`config.mk`:
```
export PLATFORM = sky130hd
export DESIGN_NAME = xcvr_mode_ctrl
export DESIGN_NICKNAME = d
export VERILOG_FILES = /design/src/rtl/xcvr_mode_pkg.sv /design/src/rtl/xm_sync.sv /design/src/rtl/xm_pin_filter.sv /design/src/rtl/xm_tx_gate.sv /design/src/rtl/xcvr_mode_ctrl.sv
export SDC_FILE = /design/constraint.sdc
export NUM_CORES = 1
export LEC_CHECK = 0
export ABC_AREA = 0
export BUFFER_PORTS_ARGS = -buffer_cell sky130_fd_sc_hd__buf_4
export CAP_MARGIN = 5
export CORE_ASPECT_RATIO = 1.1
export CORE_MARGIN = 5
export CORE_UTILIZATION = 55
export CTS_BUF_LIST = sky130_fd_sc_hd__clkbuf_16
export DETAILED_ROUTE_END_ITERATION = 10
export PLACE_DENSITY = 0.7
export SETUP_SLACK_MARGIN = 0.4
export SLEW_MARGIN = 20
export SYNTH_ARGS = -nofsm -noshare
export SYNTH_HDL_FRONTEND = slang
export SYNTH_SLANG_ARGS = --single-unit
```
`constraint.sdc`:
```
create_clock -name clk -period 1.9 [get_ports clk]
set_input_delay 0.095 -clock clk [delete_from_list [all_inputs] [get_ports clk]]
set_output_delay 0.095 -clock clk [all_outputs]
set_load 0.005 [all_outputs]
```
`src/rtl/xcvr_mode_pkg.sv`:
```
package xcvr_mode_pkg;
    typedef enum logic [2:0] {
        MD_NORMAL  = 3'd0,
        MD_RXONLY  = 3'd1,
        MD_STANDBY = 3'd2,
        MD_GOSLEEP = 3'd3,
        MD_SLEEP   = 3'd4
    } xm_mode_e;

    typedef enum logic [1:0] {
        SYM_IDLE_LP = 2'd0,
        SYM_IDLE    = 2'd1,
        SYM_DATA0   = 2'd2,
        SYM_DATA1   = 2'd3
    } xm_sym_e;

    localparam int UV_VBAT = 0;
    localparam int UV_VCC  = 1;
    localparam int UV_VIO  = 2;
    localparam int UV_NUM  = 3;
endpackage

```
`src/rtl/xm_sync.sv`:
```
module xm_sync #(
    parameter int W = 1,
    parameter logic [W-1:0] RST_VAL = '0
) (
    input  logic         clk,
    input  logic         rst_n,
    input  logic [W-1:0] d_i,
    output logic [W-1:0] q_o
);
    logic [W-1:0] meta_q;
    logic [W-1:0] sync_q;

    always_ff @(posedge clk or negedge rst_n) begin
        if (!rst_n) begin
            meta_q <= RST_VAL;
            sync_q <= RST_VAL;
        end else begin
            meta_q <= d_i;
            sync_q <= meta_q;
        end
    end

    assign q_o = sync_q;
endmodule

```
`src/rtl/xm_pin_filter.sv`:
```
module xm_pin_filter #(
    parameter int W = 2,
    parameter int FILT = 8,
    parameter logic [W-1:0] RST_VAL = '0
) (
    input  logic         clk,
    input  logic         rst_n,
    input  logic [W-1:0] din_i,
    output logic [W-1:0] acc_o,
    output logic         chg_o
);
    localparam int CW = $clog2(FILT + 1);
    localparam logic [CW-1:0] CLAST = CW'(FILT - 1);

    logic [W-1:0]  acc_q;
    logic [W-1:0]  last_q;
    logic [CW-1:0] cnt_q;
    logic          chg_q;

    always_ff @(posedge clk or negedge rst_n) begin
        if (!rst_n) begin
            acc_q  <= RST_VAL;
            last_q <= RST_VAL;
            cnt_q  <= '0;
            chg_q  <= 1'b0;
        end else begin
            last_q <= din_i;
            chg_q  <= 1'b0;
            if (din_i == acc_q || din_i != last_q) begin
                cnt_q <= '0;
            end else if (cnt_q == CLAST) begin
                acc_q <= din_i;
                chg_q <= 1'b1;
                cnt_q <= '0;
            end else begin
                cnt_q <= cnt_q + 1'b1;
            end
        end
    end

    assign acc_o = acc_q;
    assign chg_o = chg_q;

    // an accepted pair must have been on the input in the previous cycle
    a_r3_accept_stable: assert property (@(posedge clk) disable iff (!rst_n)
        chg_q |-> (acc_q == $past(din_i)));
endmodule

```
`src/rtl/xm_tx_gate.sv`:
```
module xm_tx_gate
    import xcvr_mode_pkg::*;
#(
    parameter int TX_MAX = 64
) (
    input  logic      clk,
    input  logic      rst_n,
    input  xm_mode_e  mode_i,
    input  logic      bge_i,
    input  logic      txen_n_i,
    input  logic      txd_i,
    output logic      tx_en_o,
    output logic [1:0] sym_o,
    output logic      timeout_o
);
    localparam int TW = $clog2(TX_MAX + 1);
    localparam logic [TW-1:0] TLAST = TW'(TX_MAX - 1);

    logic [TW-1:0] act_cnt_q;
    logic          to_q;
    logic          act_q;
    logic          is_normal;
    logic          low_power;
    logic          tx_go;

    assign is_normal = (mode_i == MD_NORMAL);
    assign low_power = (mode_i == MD_STANDBY) || (mode_i == MD_GOSLEEP) || (mode_i == MD_SLEEP);
    assign tx_go     = is_normal && bge_i && !txen_n_i && !to_q;

    always_ff @(posedge clk or negedge rst_n) begin
        if (!rst_n) begin
            act_cnt_q <= '0;
            to_q      <= 1'b0;
        end else if (!is_normal || txen_n_i) begin
            act_cnt_q <= '0;
            to_q      <= 1'b0;
        end else if (act_cnt_q == TLAST) begin
            to_q      <= 1'b1;
        end else begin
            act_cnt_q <= act_cnt_q + 1'b1;
        end
    end

    always_ff @(posedge clk or negedge rst_n) begin
        if (!rst_n) begin
            act_q <= 1'b0;
        end else if (!tx_go) begin
            act_q <= 1'b0;
        end else if (!act_q && !txd_i) begin
            act_q <= 1'b1;
        end
    end

    always_comb begin
        if (act_q)          sym_o = txd_i ? SYM_DATA1 : SYM_DATA0;
        else if (low_power) sym_o = SYM_IDLE_LP;
        else                sym_o = SYM_IDLE;
    end

    assign tx_en_o   = act_q;
    assign timeout_o = to_q;

    // activation begins only in NORMAL and only on a zero bit
    a_r8_start_rule: assert property (@(posedge clk) disable iff (!rst_n)
        $rose(act_q) |-> ($past(mode_i) == MD_NORMAL && !$past(txd_i)));
    // a high transmit-enable clears the timeout on the next edge
    a_r9_timeout_clear: assert property (@(posedge clk) disable iff (!rst_n)
        txen_n_i |=> !to_q);
endmodule

```
`src/rtl/xcvr_mode_ctrl.sv`:
```
module xcvr_mode_ctrl
    import xcvr_mode_pkg::*;
#(
    parameter int MODE_FILT = 2000,
    parameter int GTS_CYC   = 4000,
    parameter int TX_MAX    = 75000
) (
    input  logic       clk,
    input  logic       rst_n,
    input  logic       stbn_i,
    input  logic       en_i,
    input  logic       uv_vbat_i,
    input  logic       uv_vcc_i,
    input  logic       uv_vio_i,
    input  logic       wake_i,
    input  logic       txen_n_i,
    input  logic       txd_i,
    input  logic       bge_i,
    output logic [2:0] mode_o,
    output logic       inh_o,
    output logic       tx_en_o,
    output logic [1:0] tx_sym_o,
    output logic       rx_en_o,
    output logic       tx_timeout_o
);
    localparam int GW = $clog2(GTS_CYC + 1);
    localparam logic [GW-1:0] GLAST = GW'(GTS_CYC - 1);

    logic [4:0] sync_s;
    logic       stbn_s, en_s, txen_n_s, bge_s, txd_s;
    logic [1:0] pins_acc;
    logic       pins_chg;

    xm_sync #(.W(5), .RST_VAL(5'b00100)) u_sync (
        .clk(clk), .rst_n(rst_n),
        .d_i({stbn_i, en_i, txen_n_i, bge_i, txd_i}),
        .q_o(sync_s)
    );
    assign {stbn_s, en_s, txen_n_s, bge_s, txd_s} = sync_s;

    xm_pin_filter #(.W(2), .FILT(MODE_FILT), .RST_VAL(2'b00)) u_filt (
        .clk(clk), .rst_n(rst_n),
        .din_i({stbn_s, en_s}),
        .acc_o(pins_acc), .chg_o(pins_chg)
    );

    // supply flag latches and wake edge
    logic [UV_NUM-1:0] uv_in, uv_prev_q, uv_q, uv_rise;
    logic              wake_prev_q, wake_rise, uv_any_q;

    assign uv_in     = {uv_vio_i, uv_vcc_i, uv_vbat_i};
    assign uv_rise   = uv_in & ~uv_prev_q;
    assign wake_rise = wake_i & ~wake_prev_q;
    assign uv_any_q  = |uv_q;

    always_ff @(posedge clk or negedge rst_n) begin
        if (!rst_n) begin
            uv_prev_q   <= '0;
            uv_q        <= '0;
            wake_prev_q <= 1'b0;
        end else begin
            uv_prev_q   <= uv_in;
            wake_prev_q <= wake_i;
            if (wake_rise) uv_q <= '0;
            else           uv_q <= (uv_q | uv_rise) & uv_in;
        end
    end

    // mode state machine
    xm_mode_e      state_q, state_d;
    logic [GW-1:0] gts_cnt_q;
    logic          gts_done;

    assign gts_done = (state_q == MD_GOSLEEP) && (gts_cnt_q == GLAST);

    always_ff @(posedge clk or negedge rst_n) begin
        if (!rst_n)                     gts_cnt_q <= '0;
        else if (state_q != MD_GOSLEEP) gts_cnt_q <= '0;
        else if (!gts_done)             gts_cnt_q <= gts_cnt_q + 1'b1;
    end

    always_comb begin
        state_d = state_q;
        if (wake_rise) begin
            state_d = MD_STANDBY;
        end else if (uv_rise[UV_VBAT] || uv_rise[UV_VIO]) begin
            state_d = MD_SLEEP;
        end else if (uv_rise[UV_VCC] && state_q != MD_SLEEP) begin
            state_d = MD_STANDBY;
        end else if (uv_any_q || (|uv_rise)) begin
            state_d = state_q;
        end else if (pins_chg) begin
            unique case (pins_acc)
                2'b11: state_d = MD_NORMAL;
                2'b10: state_d = MD_RXONLY;
                2'b00: state_d = MD_STANDBY;
                2'b01: state_d = MD_GOSLEEP;
                default: state_d = state_q;
            endcase
        end else if (gts_done) begin
            state_d = MD_SLEEP;
        end
    end

    always_ff @(posedge clk or negedge rst_n) begin
        if (!rst_n) state_q <= MD_STANDBY;
        else        state_q <= state_d;
    end

    // mode-derived outputs
    always_comb begin
        inh_o   = 1'b1;
        rx_en_o = 1'b0;
        unique case (state_q)
            MD_NORMAL, MD_RXONLY: rx_en_o = 1'b1;
            MD_STANDBY, MD_GOSLEEP: rx_en_o = 1'b0;
            MD_SLEEP: inh_o = 1'b0;
            default: inh_o = 1'b1;
        endcase
    end
    assign mode_o = state_q;

    xm_tx_gate #(.TX_MAX(TX_MAX)) u_tx (
        .clk(clk), .rst_n(rst_n),
        .mode_i(state_q), .bge_i(bge_s), .txen_n_i(txen_n_s), .txd_i(txd_s),
        .tx_en_o(tx_en_o), .sym_o(tx_sym_o), .timeout_o(tx_timeout_o)
    );

    // SLEEP is entered only from GOSLEEP or on a VBAT/VIO flag rise
    a_r2_sleep_entry: assert property (@(posedge clk) disable iff (!rst_n)
        (state_q == MD_SLEEP && $past(state_q) != MD_SLEEP) |->
        ($past(state_q) == MD_GOSLEEP || $past(uv_rise[UV_VBAT]) || $past(uv_rise[UV_VIO])));
    // a latched supply flag keeps the block in a low-power mode
    a_r6_uv_suspend: assert property (@(posedge clk) disable iff (!rst_n)
        uv_any_q |-> (state_q == MD_STANDBY || state_q == MD_SLEEP));
    // a wake edge always lands in STANDBY with no flag latched
    a_r7_wake_standby: assert property (@(posedge clk) disable iff (!rst_n)
        wake_rise |=> (state_q == MD_STANDBY && !uv_any_q));
endmodule

```
# Yosys cells after proc, flatten, opt, wreduce, memory -nomap -nowiden
# Cells that the tools add are included.
[classes] n_mux=25 add_sub_neg=3 reduce_logical=26 bitwise=7 n_eq_ne=18
[op_table] op="17-bit 2-to-1 mux" n=2
[op_table] op="12-bit 2-to-1 mux" n=2
[op_table] op="11-bit 2-to-1 mux" n=2
[op_table] op="3-bit 2-to-1 mux" n=7
[op_table] op="17-bit by 1-bit adder with 17-bit output, second input constant" n=1
[op_table] op="17-bit == test, second input constant" n=1
[op_table] op="12-bit by 1-bit adder with 12-bit output, second input constant" n=1
[op_table] op="12-bit == test, second input constant" n=1
[op_table] op="3-bit one-hot mux with 4 select lines" n=1
[op_table] op="11-bit by 1-bit adder with 11-bit output, second input constant" n=1
[op_table] op="11-bit == test, second input constant" n=1
[op_table] op="1-bit 2-to-1 mux" n=10
[op_table] op="3-bit bitwise AND" n=2
[op_table] op="3-bit by 2-bit == test with 1-bit output, second input constant" n=2
[op_table] op="1-bit logical AND" n=6
[op_table] op="1-bit logical OR" n=6
[op_table] op="3-bit OR reduction" n=2
[op_table] op="1-bit logical NOT" n=5
[op_table] op="5-bit nonzero test" n=1
[op_table] op="2-bit == test, second input constant" n=2
[op_table] op="2-bit by 1-bit inequality test with 1-bit output, second input constant" n=2
[op_table] op="4-bit inequality test, second input constant" n=1
[op_table] op="2-bit AND reduction" n=2
[op_table] op="3-bit by 1-bit == test with 1-bit output, second input constant" n=1
[op_table] op="other kinds (16)" n=17
[word_totals] output_inout_bits=9 elab_cells=93 register_bits=67 inputBits=11

# Longest topological paths before layout
# Gate-level depths: netlist of the first run.
[logic_depth] ltp_word=8 ltp_mapped=6 mapped_depth_nobuf=5

# By module
# From an unflattened synthesis of the first run, not the netlist that was laid out.
[hier_totals] cells_unflattened=287 hier_area_um2=3144.3
[modules_own_cells] module="xcvr_mode_ctrl" seq_area_each_um2=551.8 instances=1 cells_each=109 area_per_inst_um2=1118.6
[modules_own_cells] module="xm_tx_gate" seq_area_each_um2=475.5 instances=1 cells_each=101 area_per_inst_um2=1042.2
[modules_own_cells] module="xm_pin_filter" seq_area_each_um2=400.4 instances=1 cells_each=67 area_per_inst_um2=730.7
[modules_own_cells] module="xm_sync" seq_area_each_um2=252.7 instances=1 cells_each=10 area_per_inst_um2=252.7

# Worst setup path after synthesis of the first run
# No wires, ideal clock.
[synth_timing] kind="flip-flop to flip-flop" start="register u_filt.cnt_q[5]" end="register u_filt.acc_q[0], in the netlist u_filt.acc_o[0]" arrival_ns=1.591 stages_incl_launch_ff=4 synth_period_minus_slack_ns=1.716 n_path_buf=0 slack_ns=0.184 t_required_ns=1.775 setup_time_ns=0.125 cell_sequence="dfrtp_1 or3b_4 or4_4 mux2_4"
[synth_via] elab_chain_cells=2
[synth_lines] element="from (decl)" line_no="xm_pin_filter.sv:17" rtl="logic [CW-1:0] cnt_q;"
[synth_lines] element="from (signal assigned)" line_no="xm_pin_filter.sv:36" rtl="cnt_q <= cnt_q + 1'b1;"
[synth_lines] element="11-bit == test" line_no="xm_pin_filter.sv:31" rtl="end else if (cnt_q == CLAST) begin"
[synth_lines] element="2-bit AND reduction (no line)"
[synth_lines] element="to (signal assigned)" line_no="xm_pin_filter.sv:32" rtl="acc_q <= din_i;"
[synth_lines] element="to (decl)" line_no="xm_pin_filter.sv:15" rtl="logic [W-1:0] acc_q;"
# Every way passes these cells.
# A chain may end at the register's enable or synchronous reset.

# Worst setup path in the final report of the first run
[layout_timing] start="register u_filt.cnt_q[0]" end="register u_filt.acc_q[1], in the netlist u_filt.acc_o[1]"
# The elaborated chain is that of the path after synthesis.

==> out/qor_table.md, run 1 <==
| Item | Reported | Unit |
|---|---|---|
| Run status | finished clean | - |
| Worst vdd rail ir drop | 706 | uV |
| Reg-to-reg endpoint | u_filt.acc_o[1] | - |
| Worst hold slack | 237 | ps |
| Net Count, Synth | 303 | - |
| Starting Density | 56.3 | % |
| Longest Clk Path Bufs | 2 | - |
| Power Dens Cells | 845 | nW/um^2 |
| Latest clock arrival within the worst-skew pair | 330 | ps |
| Endpoint required time on the critical path | 2110 | ps |
| Total Power | 3.51 | mW |
| Area of combinational cells with multiple inputs | 1490 | sq um |
| Maximum number of pins on one net before global-route repair | 41 | - |
| Clock slew seen by the registers of the worst setup and hold paths | 50 | ps |
| Yosys top cell area share | 53.1 | % |
| Top post-synthesis cells by count | 64 x dfrtp_1, 35 x nor2_1, 24 x nand2_1 | - |
| I/O pins | 20 | - |
| Placer congestion estimate | 0.827 | - |
| Die extent in y | 87.7 | microns |
| Number of buffers created by CTS | 9 | - |
| Number of H-tree levels | 3 | - |
| Uppermost layer routed | met4 | - |
| Primary flip-flop cell chosen by synthesis mapping | dfrtp_1 | - |
| Net switching power | 0.752 | mW |
| Area fraction in and, or, nand and nor cells after synthesis | 22.2 | % |
| Reg2reg setup slack | 180 | ps |
| Flop pwr share | 42.7 | % |
| Core region area | 5360 | sq um |
| Syn_area_per_cell | 10.5 | sq um |
| CP max stage delay | 580 | ps |
| Most common cell in the synthesized netlist | dfrtp_1 | - |
| Met3 routed WL | 234 | microns |
| Via-per-instance ratio | 5.47 | - |
| Fraction of registers with async set/reset | 100 | % |
| CTS tree | built | - |
| Detailed router's first-iteration violation count | 103 | - |
| Post-DP Area | 3340 | sq um |
| # clock sinks | 67 | - |
| CP Launch Type | flip-flop | - |
| Portion of the post-synthesis area used by sequential elements | 55.7 | % |
| Final non-filler cell area | 4150 | sq um |
| Number of enable flip-flop cells after synthesis | 0 | - |
| Synthesized netlist cell count | 287 | - |
| Adder-cell share of the synthesized area | 2.07 | % |
| Number of synthesis warnings | 0 | - |
| Floorplan row count | 28 | - |
| CP arrival | 1920 | ps |
| Slowest stage cell on the critical path | or4_4 | - |
| Sum Neg Setup Slack | 0 | ps |
| Crit path max-delay family | simple AND/OR/NAND/NOR gates | - |
| Area overhead of the layout relative to synthesis | 37.5 | % |
| Worst Max-Slew Pin Slew | 379 | ps |
| Multiplexer share of the synthesized area | 1.99 | % |
| Avg WL per Cell | 14.9 | microns |
| Total routing resource utilization after global routing | 18.9 | % |
| Main combinational cell family by area after synthesis | simple AND/OR/NAND/NOR gates | - |
| Residual antenna-violating net count after detailed routing | 0 | - |
| Sequential Area | 1680 | sq um |
| Final net count | 370 | - |
| Logic gate share of total power | 7.8 | % |
| Max-cap viol count | 0 | - |
| Cells traversed along the worst timing path | ha_2, nand3_2, or4_4, mux2_4 | - |
| Area enclosed by the die boundary | 7070 | sq um |
| Crit Path Max Fanout | 4 | - |
| Fraction of the core area covered by cells at the end of the flow | 77.4 | % |
| Number of global-route vias before repair | 2,209 | - |
| Ranking of synthesized cells by area | dfrtp_1 53%, xor2_1 4.6%, nor2_1 4.4%, xnor2_1 3.8%, nand2_1 3.0% | - |
| Final cycle utilization of the critical path | 90.3 | % |
| Number of search-and-repair iterations in the first detailed-routing pass | 4 | - |
| Wire length of the first global-routing pass | 10,300 | microns |
| Cell type contributing the most total cell area after synthesis | dfrtp_1 | - |
| Synthesized-area fraction occupied by xor and xnor cells | 8.42 | % |
| Setup repair after global routing missed its margin | true | - |
| Proportion of power drawn by the clock network | 49.5 | % |
| Antenna diode count | 0 | - |
| Met1 WL | 2790 | microns |
| Final setup viols | 0 | - |
| Endpoints failing hold | 0 | - |
| R2R Path Start | u_filt.cnt_q[0] | - |
| Synth Area in Compound Gates | 7.22 | % |
| Critical path type | reg -> reg | - |
| Register bit count reported by yosys | 67 | - |
| R2R depth | 4 | - |
| Clock Skew | 5.91 | ps |
| Total internal power | 2.75 | mW |
| Max_slew headroom | 74.7 | % |
| Combined area of all synthesized cells | 3020 | sq um |
| FMAX | 583 | MHz |
| Worst min-delay path class | in -> async | - |
| Switching share of power | 21.4 | % |
| Min Clock Period, post-route | 1720 | ps |
| Remaining DRCs | 0 | - |
| Detailed-routed wire length on met2 | 3250 | microns |
| Share of final-layout standard cells stronger than drive strength 1 | 33.1 | % |
| Fill count | 335 | - |
| Leakage power | 1.79 | nW |
| Placed wire-length estimate after detailed placement | 3740 | microns |
| Port Buf Inserts | 19 | - |
| Total count of max-transition violations in the final report | 0 | - |
| Buffers plus inverters on the worst setup path | 0 | - |
| Element type at the critical path end | flip-flop | - |
| Antenna violations before repair | 0 | - |
| Via total after detailed routing | 2,373 | - |
| Total Routed Length | 6460 | microns |
| Die Width | 80.6 | microns |
| Sum of overflow across all layers after global routing | 0 | - |
| Count of different cell masters after synthesis | 43 | - |
| Clock root cell | clkbuf_16 | - |
==> cell type report <==
cell class | count | share of cell area [%]
Clock buffer | 9 | 5.43
Clock inverter | 7 | 2.23
Inverter | 12 | 1.09
Multi-Input combinational cell | 202 | 35.8
Sequential cell | 67 | 40.6
Tap cell | 75 | 2.26
Timing Repair Buffer | 62 | 12.6
==> stage by stage <==
| step | instances | worst slack (ps) |
|---|---|---|
| CTS | 426 | 149 |
| finish | 434 | 184 |
| detailed placement | 385 | 116 |
| floorplan | 287 | 184 |
| global route | 434 | 143 |
| global placement | 385 | 161 |
==> worst max-delay path by stage <==
stage,from,endpoint,slack (ps),cells after the start
floorplan,u_filt.cnt_q[5],u_filt.acc_o[0],180,3
global placement,u_filt.cnt_q[5],u_filt.acc_o[0],160,3
detailed placement,u_sync.q_o[4],u_filt.acc_o[1],120,4
CTS,u_filt.cnt_q[4],u_filt.acc_o[1],150,3
global route,mode_o[1],mode_o[1],140,6
finish,u_filt.cnt_q[0],u_filt.acc_o[1],180,4
==> metal layers <==
metal,global-route usage [%],up-vias
li1,-,1135
met1,25.2,1173
met4,9.68,0
met5,0,-
met3,3.60,16
met2,29.7,49
==> registers in the layout, summed over array words and instances, names as in the netlist, 2 cells and up <==
name,count
u_tx.act_cnt_q,17
gts_cnt_q,12
u_filt.cnt_q,11
u_sync.meta_q,5
u_sync.q_o,5
mode_o,3
uv_prev_q,3
uv_q,3
u_filt.acc_o,2
u_filt.last_q,2
==> kinds of logic (layout without fill, tap and decap cells) <==
logic type | Yosys count | in the layout
simple gates | 128 | 128
flops | 67 | 67
compound gates | 35 | 35
xor+xnor | 29 | 29
buf+inv | 18 | 90
fa+ha+maj | 5 | 5
mux | 5 | 5
==> timing repair <==
action                     4_1_cts  5_1_grt
hold endpoints to repair        36        0
setup endpoints to repair       34       29
pin swaps                        9       16
hold buffers                    10        0
setup buffers                   15        8
gates resized for setup         19       35
==> worst register-to-register path, stage by stage (launching register included) <==
cell and delay, ps:
dfrtp_1 390, ha_2 220, nand3_2 110, or4_4 580
mux2_4 310
==> placed cells by master, fill, tap and decap left out, types with 3 or more instances in the layout <==
cell,n
nand2b_1,3
and4_1,4
a21oi_1,8
o21ai_0,7
nand4_1,10
or3b_4,3
dfrtp_2,3
clkbuf_16,9
buf_4,46
and3_1,4
o21ai_2,3
a21oi_2,4
nand2_1,23
nor3_2,4
dfstp_2,3
nor3_1,5
xor2_1,13
xor2_2,3
or3_1,5
dlygate4sd3_1,10
mux2i_1,3
inv_1,11
xnor2_1,11
buf_6,5
dfrtp_1,61
nand3_1,11
nor2_1,34
==> power by group through the flow <==
stage / combinational (mW) / sequential (mW) / clock [mW]
finish: 0.273 / 1.50 / 1.74
global route: 0.302 / 1.50 / 1.83
CTS: 0.240 / 1.49 / 1.77
detailed placement: 0.188 / 1.52 / 0
global placement: 0.186 / 1.52 / 0
floorplan: 0.0816 / 1.51 / 0
Note: power is estimated with default switching activity, not from simulation.
==> run 2: changes to the inputs <==
--- a/config.mk
+++ b/config.mk
@@ -16,2 +16,3 @@
 export PLACE_DENSITY = 0.7
+export REMOVE_ABC_BUFFERS = 1
 export SETUP_SLACK_MARGIN = 0.4
--- a/constraint.sdc
+++ b/constraint.sdc
@@ -3,2 +3,2 @@
 set_output_delay 0.095 -clock clk [all_outputs]
-set_load 0.005 [all_outputs]
+set_load 0.01 [all_outputs]
==> run 2 against run 1 <==
Maximum frequency fell by 1.9%. Wire length grew 5.9%. Die area stayed put. Core utilization up 0.37 points. Flip-flop and latch count stayed put. Sequential power barely moved. Critical endpoint unchanged. Clock-buffer cell count did not move. Sequential share of layout area is essentially flat. Clock skew about the same. Setup slack got worse by 33 ps. Power shrank 5.7%.
==> out/qor_table.md, run 2 (same netlist as run 1, synthesis figures left out) <==
| Item | Reported | Unit | Change |
|---|---|---|---|
| Worst hold path depth | 0 | - |  |
| Remaining DRCs | 0 | - | unchanged |
| Power Dens Cells | 793 | nW/um^2 | -6.1% |
| Worst Max-Slew Pin Slew | 821 | ps | +442 ps |
| CP arrival | 1960 | ps | +40 ps |
| Die Width | 80.6 | microns | unchanged |
| Worst min-delay path endpoint | u_sync.q_o[0] | - |  |
| Min Clock Period, post-route | 1750 | ps | +32.8 ps |
| Worst vdd rail ir drop | 794 | uV | +12% |
| Port Buf Inserts | 19 | - | unchanged |
| Residual antenna-violating net count after detailed routing | 0 | - | unchanged |
| R2R Path Start | u_sync.q_o[4] | - |  |
| Sum Neg Setup Slack | 0 | ps | unchanged |
| Max_slew headroom | 45.2 | % | -29 points |
| Total count of max-transition violations in the final report | 0 | - | unchanged |
| Registers with the most flip-flops | u_tx.act_cnt_q (17), gts_cnt_q (12), u_filt.cnt_q (11) | - |  |
| Sum of overflow across all layers after global routing | 0 | - | unchanged |
| Sequential Area | 1690 | sq um | +0.52% |
| Setup repair after global routing missed its margin | true | - |  |
| Worst min-delay path startpoint | u_sync.meta_q[0] | - |  |
| Clock slew seen by the registers of the worst setup and hold paths | 60 | ps | about the same |
| Area overhead of the layout relative to synthesis | 38.2 | % |  |
| Final cycle utilization of the critical path | 92.0 | % | +1.7 points |
| Area enclosed by the die boundary | 7070 | sq um | unchanged |
| Floorplan row count | 28 | - | unchanged |
| Share of final-layout standard cells stronger than drive strength 1 | 35.6 | % | +2.5 points |
| Total routing resource utilization after global routing | 20.4 | % | +1.5 points |
| Number of buffers created by CTS | 9 | - | unchanged |
| Clock root cell | clkbuf_16 | - |  |
| Final setup viols | 0 | - | unchanged |
| Starting Density | 56.3 | % | unchanged |
| Detailed router's first-iteration violation count | 164 | - | +59% |
| I/O pins | 20 | - | unchanged |
| Crit Path Max Fanout | 4 | - | unchanged |
| Die extent in y | 87.7 | microns | unchanged |
| R2R depth | 4 | - | unchanged |
| CP Launch Type | flip-flop | - |  |
| Element type at the critical path end | flip-flop | - |  |
| Core region area | 5360 | sq um | unchanged |
| # clock sinks | 67 | - | unchanged |
| Number of search-and-repair iterations in the first detailed-routing pass | 4 | - | unchanged |
| Max FFs per register | 17 | - | unchanged |
| Max-cap viol count | 0 | - | unchanged |
| Number of H-tree levels | 3 | - | unchanged |
| Endpoints failing hold | 0 | - | unchanged |
| Placer congestion estimate | 0.783 | - | -5.3% |
| Antenna diode count | 0 | - | unchanged |
| Maximum number of pins on one net before global-route repair | 68 | - | +66% |
| Area of combinational cells with multiple inputs | 1490 | sq um | +0.34% |
| Final net count | 376 | - | +1.6% |
| Most common cell after layout, fill and taps aside | dfrtp_1 | - |  |
| Latest clock arrival within the worst-skew pair | 330 | ps | about the same |
| Clock Skew | 6.35 | ps | +0.443 ps |
| Worst hold slack | 345 | ps | +108 ps |
| Worst min-delay path class | reg -> reg | - |  |
| Avg WL per Cell | 15.5 | microns | +4.4% |
| Reg2reg setup slack | 150 | ps | -30 ps |
| Reg-to-reg endpoint | u_filt.acc_o[1] | - |  |
| Leakage power | 1.80 | nW | +0.46% |
| Wire length of the first global-routing pass | 10,900 | microns | +5.3% |
| Placed wire-length estimate after detailed placement | 3670 | microns | -1.8% |
| Total Routed Length | 6840 | microns | +5.9% |
| Antenna violations before repair | 0 | - | unchanged |
| Run status | finished clean | - |  |
| Register with the most flip-flops | u_tx.act_cnt_q | - |  |
| Longest Clk Path Bufs | 2 | - | unchanged |
| Highest-count cells in the layout ignoring fill and taps | 54 x dfrtp_1, 49 x buf_4, 33 x nor2_1 | - |  |
| FMAX | 572 | MHz | -1.9% |
| CTS tree | built | - |  |
| Fill count | 351 | - | +4.8% |
| Critical path type | reg -> reg | - |  |
| Endpoint required time on the critical path | 2120 | ps | about the same |
| Number of global-route vias before repair | 2,303 | - | +4.3% |
| Via total after detailed routing | 2,414 | - | +1.7% |
| Via-per-instance ratio | 5.49 | - | +0.34% |
## run 2: cell count changes in the layout (fill, tap and decap cells not counted), sizes merged
cell    before  now
buf         52   56
clkbuf       9   10
nand2b       4    5
clkinv       3    5
bufinv       2    0
## run 2: worst max path at each step
stage,from,endpoint,slack (ps)
CTS,u_sync.q_o[4],u_filt.acc_o[1],190
floorplan,mode_o[1],mode_o[1],140
global placement,u_filt.cnt_q[5],u_filt.acc_o[0],160
global route,u_sync.q_o[4],u_filt.acc_o[1],120
finish,u_sync.q_o[4],u_filt.acc_o[1],150
detailed placement,u_sync.q_o[4],u_filt.acc_o[1],120
## run 2: cell type report
class,count,share of cell area [%]
Clock buffer,9,5.40
Timing Repair Buffer,67,13.8
Multi-Input combinational cell,203,35.8
Tap cell,75,2.25
Clock inverter,7,1.08
Sequential cell,67,40.6
Inverter,12,1.08
## run 2: what timing repair did
| item | 4_1_cts | 5_1_grt |
|---|---|---|
| hold endpoints to repair | 74 | 0 |
| pin swaps | 11 | 9 |
| gates resized for setup | 24 | 45 |
| cloned | 1 | 1 |
| setup buffers | 17 | 11 |
| endpoints found under the setup margin | 34 | 38 |
| hold buffers | 10 | 0 |
## run 2: where the power goes
group / internal [mW] / switching (mW)
clock network: 0.874 / 0.629
registers: 1.47 / 0.0275
logic: 0.165 / 0.146
## run 2: per-stage QoR
step	instances	setup WS [ps]	utilization [%]	power (mW)	area (sq um)
final	440	151	77.8	3.31	4170
after global routing	440	118	77.8	3.43	4170
after CTS	428	188	72.4	3.27	3880
after detailed placement	384	124	61.4	1.71	3290
after global placement	384	160	61.4	1.70	3290
after floorplan	281	140	-	1.60	2990
## run 2: metal layers
| metal | vias to the layer above | track usage [%] | wire (microns) |
|---|---|---|---|
| li1 | 1149 | - | - |
| met1 | 1206 | 24.5 | 2840 |
| met2 | 43 | 35.2 | 3600 |
| met3 | 16 | 5.04 | 252 |
| met4 | 0 | 8.29 | 148 |
| met5 | - | 0 | 0 |
## run 2: worst max-delay path: stages, from the launching register on
cell and delay (ps):
dfrtp_2 450, xnor2_2 180, o211ai_2 120, or4_4 570
mux2_4 310
==> run 3: changes to the inputs <==
Settings changed: CORE_UTILIZATION 55 to 59, PLACE_DENSITY 0.7 to 0.75.
==> run 3 against run 2 <==
Cell area decreased by 1.1%. Hold slack better by 13 ps. Wire length rose by 8.3%. Flip-flop and latch count did not move. Final cell count down 5.5%. Setup slack got worse by 51 ps. Sequential power hardly changed. First-iteration DRC count decreased by 4.9%. Clock power rose by 21%. Critical path depth unchanged. Global-route usage grew 1.0 points. Largest power group unchanged.
==> out/qor_table.md, run 3 (same netlist as run 1, synthesis figures left out) <==
| Item | Reported | Unit | Change |
|---|---|---|---|
| Run status | finished clean | - |  |
| Floorplan row count | 27 | - | -3.6% |
| Remaining DRCs | 0 | - | unchanged |
| Die extent in y | 85.0 | microns | -3.1% |
| Total instance count after detailed placement | 367 | - | -4.4% |
| Endpoint required time on the critical path | 2110 | ps | about the same |
| Power Dens Cells | 875 | nW/um^2 | +10% |
| Antenna diode count | 0 | - | unchanged |
| Clock root cell | clkbuf_16 | - |  |
| Placer congestion estimate | 0.811 | - | +3.6% |
| Starting Density | 60.3 | % | +4.1 points |
| Wire length of the first global-routing pass | 10,900 | microns | +0.76% |
| I/O pins | 20 | - | unchanged |
| Final cycle utilization of the critical path | 94.7 | % | +2.7 points |
| CP arrival | 2010 | ps | +50 ps |
| Total Power | 3.61 | mW | +9.0% |
| Total routing resource utilization after global routing | 21.4 | % | +1.0 points |
| Placed wire-length estimate after detailed placement | 3700 | microns | +0.79% |
| Number of search-and-repair iterations in the first detailed-routing pass | 5 | - | +1 |
| Via total after detailed routing | 2,441 | - | +1.1% |
| Worst Max-Slew Pin Slew | 812 | ps | -9.55 ps |
| Number of H-tree levels | 3 | - | unchanged |
| FMAX | 556 | MHz | -2.9% |
| Final setup viols | 0 | - | unchanged |
| Endpoints failing hold | 0 | - | unchanged |
| Clock Skew | 7.19 | ps | +0.835 ps |
| Port Buf Inserts | 19 | - | unchanged |
| Max-cap viol count | 0 | - | unchanged |
| Crit Path Max Fanout | 4 | - | unchanged |
| Max_slew headroom | 45.9 | % | +0.64 points |
| Worst min-delay path class | reg -> reg | - |  |
| Total Routed Length | 7410 | microns | +8.3% |
| CP Launch Type | flip-flop | - |  |
| Latest clock arrival within the worst-skew pair | 340 | ps | about the same |
| Fill count | 258 | - | -26% |
| Detailed router's first-iteration violation count | 156 | - | -4.9% |
| Number of global-route vias before repair | 2,399 | - | +4.2% |
| Avg WL per Cell | 17.8 | microns | +15% |
| Longest Clk Path Bufs | 2 | - | unchanged |
| Crit path depth | 4 | - | unchanged |
| Final net count | 369 | - | -1.9% |
| Sum of overflow across all layers after global routing | 0 | - | unchanged |
| Buffers plus inverters on the worst setup path | 0 | - | unchanged |
| Sum Neg Setup Slack | 0 | ps | unchanged |
| CP max stage delay | 530 | ps | -40 ps |
| Crit path max-delay family | simple AND/OR/NAND/NOR gates | - |  |
| Number of cells in the finished layout apart from fillers | 416 | - | -5.5% |
| Min Clock Period, post-route | 1800 | ps | +51.4 ps |
| Maximum number of pins on one net before global-route repair | 68 | - | unchanged |
| Highest-count cells in the layout ignoring fill and taps | 58 x dfrtp_1, 43 x buf_4, 33 x nor2_1 | - |  |
| Antenna violations before repair | 0 | - | unchanged |
| Registers with the most flip-flops | u_tx.act_cnt_q (17), gts_cnt_q (12), u_filt.cnt_q (11) | - |  |
| Most common cell after layout, fill and taps aside | dfrtp_1 | - |  |
| Core region area | 5000 | sq um | -6.7% |
| Number of buffers created by CTS | 9 | - | unchanged |
| Area overhead of the layout relative to synthesis | 36.6 | % |  |
| CTS tree | built | - |  |
| Register with the most flip-flops | u_tx.act_cnt_q | - |  |
| Cells traversed along the worst timing path | xnor2_2, o211ai_2, or4_4, mux2_4 | - |  |
| Setup repair after global routing missed its margin | true | - |  |
| Slowest stage cell on the critical path | or4_4 | - |  |
| Worst vdd rail ir drop | 823 | uV | +3.7% |
| Area enclosed by the die boundary | 6640 | sq um | -6.0% |
| Die Width | 78.2 | microns | -3.0% |
| Residual antenna-violating net count after detailed routing | 0 | - | unchanged |
| Total count of max-transition violations in the final report | 0 | - | unchanged |
| Clock slew seen by the registers of the worst setup and hold paths | 60 | ps | about the same |
| Via-per-instance ratio | 5.87 | - | +7.0% |
| Leakage power | 1.82 | nW | +1.3% |
| Max FFs per register | 17 | - | unchanged |
| Element type at the critical path end | flip-flop | - |  |
| Critical path type | reg -> reg | - |  |
| R2R depth | 4 | - | unchanged |
| # clock sinks | 67 | - | unchanged |
| Worst hold path depth | 0 | - | unchanged |
| Share of final-layout standard cells stronger than drive strength 1 | 33.2 | % | -2.4 points |
run 3: cell count changes in the layout (fill, tap and decap cells not counted), moves of 3 or more:
cell,previous run,this run
inv_6,0,3
dfrtp_1,54,58
buf_4,49,43
nor3_2,3,0
dfrtp_2,10,6
run 3: final timing paths:
path,startpoint,to,slack [ps]
worst max register to register,u_sync.q_o[4],u_filt.acc_o[0],100
min in group asynchronous,rst_n,gts_cnt_q[8],410
worst max-delay path,u_sync.q_o[4],u_filt.acc_o[0],100
worst min register to register,u_sync.meta_q[2],u_sync.q_o[2],360
max in group asynchronous,rst_n,u_sync.q_o[3],910
worst min-delay path,u_sync.meta_q[2],u_sync.q_o[2],360
run 3: per-stage QoR:
| step | hold WS (ps) | util (%) | instance area [sq um] | worst slack, ps |
|---|---|---|---|---|
| finish | 358 | 82.4 | 4120 | 99.9 |
| global route | 362 | 82.4 | 4120 | 51.4 |
| CTS | 357 | 77.3 | 3860 | 138 |
| detailed placement | 206 | 65.4 | 3270 | 131 |
| global placement | 205 | 65.4 | 3270 | 162 |
| floorplan | -201 | - | 2990 | 140 |
run 3: power breakdown:
group	internal (mW)	switching, mW	leakage, nW
sequential	1.47	0.0301	0.879
combinational	0.157	0.143	0.784
clock	1.16	0.649	0.157
run 3: metal layers:
layer / up-vias / routed length, microns / GRT usage (%)
met5: - / 0 / 0
met4: 0 / 287 / 11.3
met3: 29 / 349 / 5.20
met2: 86 / 3850 / 35.9
met1: 1194 / 2920 / 25.5
li1: 1132 / - / -
run 3: layout make-up:
cell class	instances	area, sq um	area share [%]
clock inverter	7	98.8	2.40
sequential	67	1690	41.0
timing repair buffer	60	502	12.2
multi-input combinational	203	1490	36.1
inverter	12	45.0	1.09
tap	58	72.6	1.76
clock buffer	9	225	5.47
run 3: timing repair:
item | in CTS | in global routing
buffers inserted | 15 | 7
setup endpoints to repair | 29 | 32
hold buffers | 10 | 0
pin swaps | 9 | 22
gates resized for setup | 17 | 44
cloned | 0 | 1
endpoints found under the hold margin | 74 | 0
